<file path="config.mk">
export PLATFORM = sky130hd
export DESIGN_NAME = subrange_seq
export DESIGN_NICKNAME = d
export VERILOG_FILES = /design/src/rtl/subrange_seq_pkg.sv /design/src/rtl/sr_cycle_ctr.sv /design/src/rtl/sr_event_dec.sv /design/src/rtl/sr_pass_capture.sv /design/src/rtl/subrange_seq.sv
export SDC_FILE = /design/constraint.sdc
export NUM_CORES = 1
export LEC_CHECK = 0
export ABC_AREA = 1
export BUFFER_PORTS_ARGS = -buffer_cell sky130_fd_sc_hd__buf_2
export CELL_PAD_IN_SITES_DETAIL_PLACEMENT = 0
export CELL_PAD_IN_SITES_GLOBAL_PLACEMENT = 1
export CORE_MARGIN = 4
export CORE_UTILIZATION = 34
export CTS_CLUSTER_SIZE = 28
export DETAILED_ROUTE_END_ITERATION = 10
export PLACE_DENSITY = 0.77
export REMOVE_ABC_BUFFERS = 1
export SETUP_SLACK_MARGIN = 0.05
export SYNTH_ARGS = -nofsm -noshare
export SYNTH_HDL_FRONTEND = slang
export SYNTH_HIERARCHICAL = 1
export SYNTH_SLANG_ARGS = --single-unit
</file>
<file path="constraint.sdc">
create_clock -name clk_i -period 1.48 [get_ports clk_i]
set_input_delay 0.074 -clock clk_i [delete_from_list [all_inputs] [get_ports clk_i]]
set_output_delay 0.074 -clock clk_i [all_outputs]
set_load 0.05 [all_outputs]
</file>
<file path="src/rtl/subrange_seq_pkg.sv">
package subrange_seq_pkg;

    // Flash path routing choices
    typedef enum logic [1:0] {
        RT_ATTEN   = 2'd0,
        RT_AMP1    = 2'd1,
        RT_CASCADE = 2'd2
    } route_t;

    // Default schedule (frame cycle numbers)
    localparam int FRAME_LEN_D = 20;
    localparam int STB1_AT_D   = 1;
    localparam int LDMSB_AT_D  = 2;
    localparam int STB2_AT_D   = 6;
    localparam int LDLSB_AT_D  = 7;
    localparam int STB3_AT_D   = 12;
    localparam int REL_AT_D    = 13;
    localparam int NPASS       = 3;

    // Decoded control bundle for one cycle
    typedef struct packed {
        logic              hold;
        logic [NPASS-1:0]  strobe;
        logic              ld_msb;
        logic              ld_lsb;
        route_t            route;
        logic              done;
    } seq_evt_t;

    // True when cnt lies in the half-open window [lo, hi)
    function automatic logic in_win(input int cnt, input int lo, input int hi);
        return (cnt >= lo) && (cnt < hi);
    endfunction

endpackage

</file>
<file path="src/rtl/sr_cycle_ctr.sv">
module sr_cycle_ctr #(
    parameter int FRAME_LEN = 20,
    localparam int CW = $clog2(FRAME_LEN)
) (
    input  logic          clk_i,
    input  logic          rst_i,
    input  logic          start_i,
    output logic          busy_o,
    output logic [CW-1:0] cnt_o,
    output logic          last_o
);
    logic          busy_q;
    logic [CW-1:0] cnt_q;
    logic          accept;

    assign last_o = busy_q && (cnt_q == CW'(FRAME_LEN - 1));
    // a request counts only when idle or on the closing cycle
    assign accept = start_i && (!busy_q || last_o);

    always_ff @(posedge clk_i) begin
        if (rst_i) begin
            busy_q <= 1'b0;
            cnt_q  <= '0;
        end else if (accept) begin
            busy_q <= 1'b1;
            cnt_q  <= '0;
        end else if (last_o) begin
            busy_q <= 1'b0;
            cnt_q  <= '0;
        end else if (busy_q) begin
            cnt_q  <= cnt_q + CW'(1);
        end
    end

    assign busy_o = busy_q;
    assign cnt_o  = cnt_q;


    cnt_adv_chk: assert property (@(posedge clk_i) disable iff (rst_i)
        (busy_q && !last_o) |=> (busy_q && cnt_q == $past(cnt_q) + CW'(1)));

    chain_chk: assert property (@(posedge clk_i) disable iff (rst_i)
        (last_o && start_i) |=> (busy_q && cnt_q == '0));

    idle_chk: assert property (@(posedge clk_i) disable iff (rst_i)
        (last_o && !start_i) |=> !busy_q);
endmodule

</file>
<file path="src/rtl/sr_event_dec.sv">
module sr_event_dec
    import subrange_seq_pkg::*;
#(
    parameter int FRAME_LEN = FRAME_LEN_D,
    parameter int STB1_AT   = STB1_AT_D,
    parameter int STB2_AT   = STB2_AT_D,
    parameter int STB3_AT   = STB3_AT_D,
    parameter int LDMSB_AT  = LDMSB_AT_D,
    parameter int LDLSB_AT  = LDLSB_AT_D,
    parameter int REL_AT    = REL_AT_D,
    localparam int CW = $clog2(FRAME_LEN)
) (
    input  logic          busy_i,
    input  logic [CW-1:0] cnt_i,
    output seq_evt_t      evt_o
);
    localparam int STB_AT [NPASS] = '{STB1_AT, STB2_AT, STB3_AT};

    int c;
    assign c = int'(cnt_i);

    for (genvar i = 0; i < NPASS; i++) begin : g_stb
        assign evt_o.strobe[i] = busy_i && (c == STB_AT[i]);
    end

    always_comb begin
        evt_o.hold   = busy_i && in_win(c, 0, REL_AT);
        evt_o.ld_msb = busy_i && (c == LDMSB_AT);
        evt_o.ld_lsb = busy_i && (c == LDLSB_AT);
        evt_o.done   = busy_i && (c == FRAME_LEN - 1);
        evt_o.route  = RT_ATTEN;
        if (busy_i && in_win(c, LDMSB_AT, LDLSB_AT))
            evt_o.route = RT_AMP1;
        else if (busy_i && in_win(c, LDLSB_AT, REL_AT))
            evt_o.route = RT_CASCADE;
    end
endmodule

</file>
<file path="src/rtl/sr_pass_capture.sv">
module sr_pass_capture
    import subrange_seq_pkg::*;
#(
    parameter int FW = 8
) (
    input  logic                 clk_i,
    input  logic                 rst_i,
    input  logic [NPASS-1:0]     strobe_i,
    input  logic [FW-1:0]        flash_i,
    output logic [NPASS*FW-1:0]  pass_o
);
    for (genvar i = 0; i < NPASS; i++) begin : g_cap
        logic [FW-1:0] code_q;
        always_ff @(posedge clk_i) begin
            if (rst_i)            code_q <= '0;
            else if (strobe_i[i]) code_q <= flash_i;
        end
        assign pass_o[i*FW +: FW] = code_q;


        passcap_chk: assert property (@(posedge clk_i) disable iff (rst_i)
            strobe_i[i] |=> (code_q == $past(flash_i)));
    end
endmodule

</file>
<file path="src/rtl/subrange_seq.sv">
module subrange_seq
    import subrange_seq_pkg::*;
#(
    parameter int FW        = 8,
    parameter int FRAME_LEN = FRAME_LEN_D,
    localparam int CW = $clog2(FRAME_LEN)
) (
    input  logic          clk_i,
    input  logic          rst_i,
    input  logic          start_i,
    input  logic [FW-1:0] flash_i,
    output logic          hold_o,
    output logic [2:0]    strobe_o,
    output logic          dac_ld_msb_o,
    output logic          dac_ld_lsb_o,
    output logic [1:0]    route_o,
    output logic          done_o,
    output logic [FW-1:0] pass1_o,
    output logic [FW-1:0] pass2_o,
    output logic [FW-1:0] pass3_o
);
    logic                busy;
    logic [CW-1:0]       cnt;
    logic                last;
    seq_evt_t            evt;
    logic [NPASS*FW-1:0] passes;

    sr_cycle_ctr #(.FRAME_LEN(FRAME_LEN)) u_ctr (
        .clk_i(clk_i), .rst_i(rst_i), .start_i(start_i),
        .busy_o(busy), .cnt_o(cnt), .last_o(last)
    );

    sr_event_dec #(.FRAME_LEN(FRAME_LEN)) u_dec (
        .busy_i(busy), .cnt_i(cnt), .evt_o(evt)
    );

    sr_pass_capture #(.FW(FW)) u_cap (
        .clk_i(clk_i), .rst_i(rst_i), .strobe_i(evt.strobe),
        .flash_i(flash_i), .pass_o(passes)
    );

    assign hold_o       = evt.hold;
    assign strobe_o     = evt.strobe;
    assign dac_ld_msb_o = evt.ld_msb;
    assign dac_ld_lsb_o = evt.ld_lsb;
    assign route_o      = evt.route;
    assign done_o       = evt.done;
    assign pass1_o      = passes[0*FW +: FW];
    assign pass2_o      = passes[1*FW +: FW];
    assign pass3_o      = passes[2*FW +: FW];


    hold_cause_chk: assert property (@(posedge clk_i) disable iff (rst_i)
        $rose(hold_o) |-> $past(start_i));

    strobe_in_hold_chk: assert property (@(posedge clk_i) disable iff (rst_i)
        (|strobe_o) |-> hold_o);

    done_tracking_chk: assert property (@(posedge clk_i) disable iff (rst_i)
        done_o |-> (!hold_o && route_o == 2'd0));

    evt_excl_chk: assert property (@(posedge clk_i) disable iff (rst_i)
        $onehot0({strobe_o, dac_ld_msb_o, dac_ld_lsb_o, done_o}));

    third_route_chk: assert property (@(posedge clk_i) disable iff (rst_i)
        strobe_o[2] |-> (route_o == 2'd2));

    reset_idle_chk: assert property (@(posedge clk_i)
        rst_i |=> (!hold_o && strobe_o == '0 && !done_o));
endmodule

</file>
==> out/qor.csv <==
stage;metric;value;unit
global_routing;grt_pass1_vias;1237;
timing;slew_viol_final;0;
drt;drtIter0Drc;76;
worst_setup_path;arrival;1310;ps
synth;synth_cells;213;
clocking;cts_num_sinks;30;
pwr;ir_drop;0.000481;V
drt;vias;1364;
die;start_util;35.3;%
timing;slew_headroom;73.0;%
clocking;cts_tree;done;
clocking;clk_pin_slew;60;ps
synth;avgSynthCellArea;6.68;µm²
pwr;switching_power;0.442;mW
finish;nets;279;
pwr;p_int;1.26;mW
place;place_ws;185;ps
timing;whs;23.7;ps
global_routing;grt_max_degree;25;
worst_setup_path;cp_max_fo;7;
pwr;seq_power_share;49.0;%
clocking;clockBufferDepth;2;
place;port_buffers;43;
clocking;numCtsBuffers;5;
drt;post-route-drc-count;0;
global_routing;track_usage;14.1;%
worst_setup_path;worstPathRequired;1410;ps
timing;final.min_clock_period;1390;ps
die;core_area;4030;µm²
timing;finalClockSkew;5.75;ps
status;outcome;completed;
finish;antenna_cells;0;
timing;finalSetupTns;0;ps
die;dieArea;5290;µm²
drt;ant_nets;0;
timing;setup_viol;0;
place;place_hpwl;2.37;mm
worst_setup_path;worstSetupEndpointType;output port;
synth;yosys_warnings;6;
finish;fin_util;47.9;%
global_routing;overflow;0;
place;place_congestion;0.833;
timing;tightest_slew;405;ps
place;dpl_cell_area;1670;µm²
worst_setup_path;setup.worst_path.start_class;register;
pwr;p_sw_share;26.0;%
timing;fin_ws;91.1;ps
drt;wl;3.42;mm
drt;avgViaCountPerCell;4.29;
pwr;total_power;1.70;mW
drt;wl_per_cell;10.8;µm
clocking;htreeDepth;2;
pwr;power_frac_comb;10.9;%
pwr;power_frac_clock;40.2;%
pwr;p_leak;0.947;nW
flow_run;cap_viol_max_count;0;
worst_hold_path;hold_class;in2reg;
die;die_y;72.7;µm
worst_setup_path;r2r_setup_slack;180;ps
synth;syn_area;1420;µm²
finish;fin_cells;318;
timing;finalHoldViolCount;0;
die;io_pins;44;
worst_setup_path;criticalPathCategory;reg2out;
timing;rsz0062_at_grt;true;
finish;synthToLayoutAreaGrowth;35.4;%
timing;min_period_over_period;93.8;%
global_routing;grt_pass1_wl;5.72;mm
finish;finalInstanceArea;1930;µm²
die;die_w;72.7;µm
place;place_inst;304;
clocking;cts_root_buf;clkbuf_8;
pwr;power_density;880;nW/µm²
finish;layout_commonest_cell;nand2_1;
global_routing;antenna_found_initial;0;
finish;drive_gt1_share;32.8;%
clocking;worstSkewPairLatency;280;ps
die;num_rows;23;
timing;max_freq;720;MHz
drt;detailedRoute.firstPassIterationCount;4;
finish;most-common-layout-cells;70 x nand2_1, 56 x nor2_1, 34 x buf_2, 24 x dfxtp_1, 19 x inv_1;
-- path summary, 6_finish.rpt --
check	startpoint	end	cells after the start
setup / recovery	u_ctr/cnt_o[4]$_SDFFE_PP0P_	strobe_o[0]	5
hold / removal	rst_i	u_ctr/busy_o$_SDFFE_PP0P_	2
setup reg to reg	u_ctr/cnt_o[0]$_SDFFE_PP0P_	u_cap/g_cap[2].code_q[0]$_SDFFE_PP0P_	8
hold reg to reg	u_cap/g_cap[1].code_q[3]$_SDFFE_PP0P_	u_cap/g_cap[1].code_q[3]$_SDFFE_PP0P_	2
-- flip-flops by register name, indices dropped and copies added (netlist names) --
name,count
u_ctr/busy_o,1
u_ctr/cnt_o,5
u_cap/g_cap.code_q,24
-- final cells by class --
| class | instances | area [µm²] |
|---|---|---|
| repair buffers | 56 | 390 |
| multi-input cells | 152 | 688 |
| clock inverters | 1 | 5.00 |
| fillers | 422 | 2100 |
| well taps | 50 | 62.6 |
| flip-flops and latches | 30 | 613 |
| clock buffers | 7 | 86.3 |
| inverters | 22 | 82.6 |
-- critical path: stages, from the launching register on --
cell	delay (ps)
dfxtp_2	360
inv_1	60
nand2_1	120
nor3_2	200
buf_6	140
buf_6	150
-- repair_timing --
item	CTS	global route
buffers inserted	5	1
hold buffers	0	0
setup endpoints to repair	7	17
pin swaps	1	4
gates resized for setup	15	25
-- power groups by stage --
stage	Clock [mW]	Combinational (mW)	Sequential, mW
final	0.681	0.184	0.831
after global routing	0.763	0.203	0.833
after CTS	0.703	0.175	0.833
after detailed placement	0	0.168	0.850
after global placement	0	0.168	0.850
after floorplan	0	0.0844	0.883
-- per-layer routing --
layer  wire length [µm]  up-vias  GRT usage [%]
met5                  0        -              0
met4                 39        0           5.94
met3                157        4           4.82
met2               1550       32           21.1
met1               1670      592           18.4
li1                   -      736              -
(Power assumes the default switching activity.)
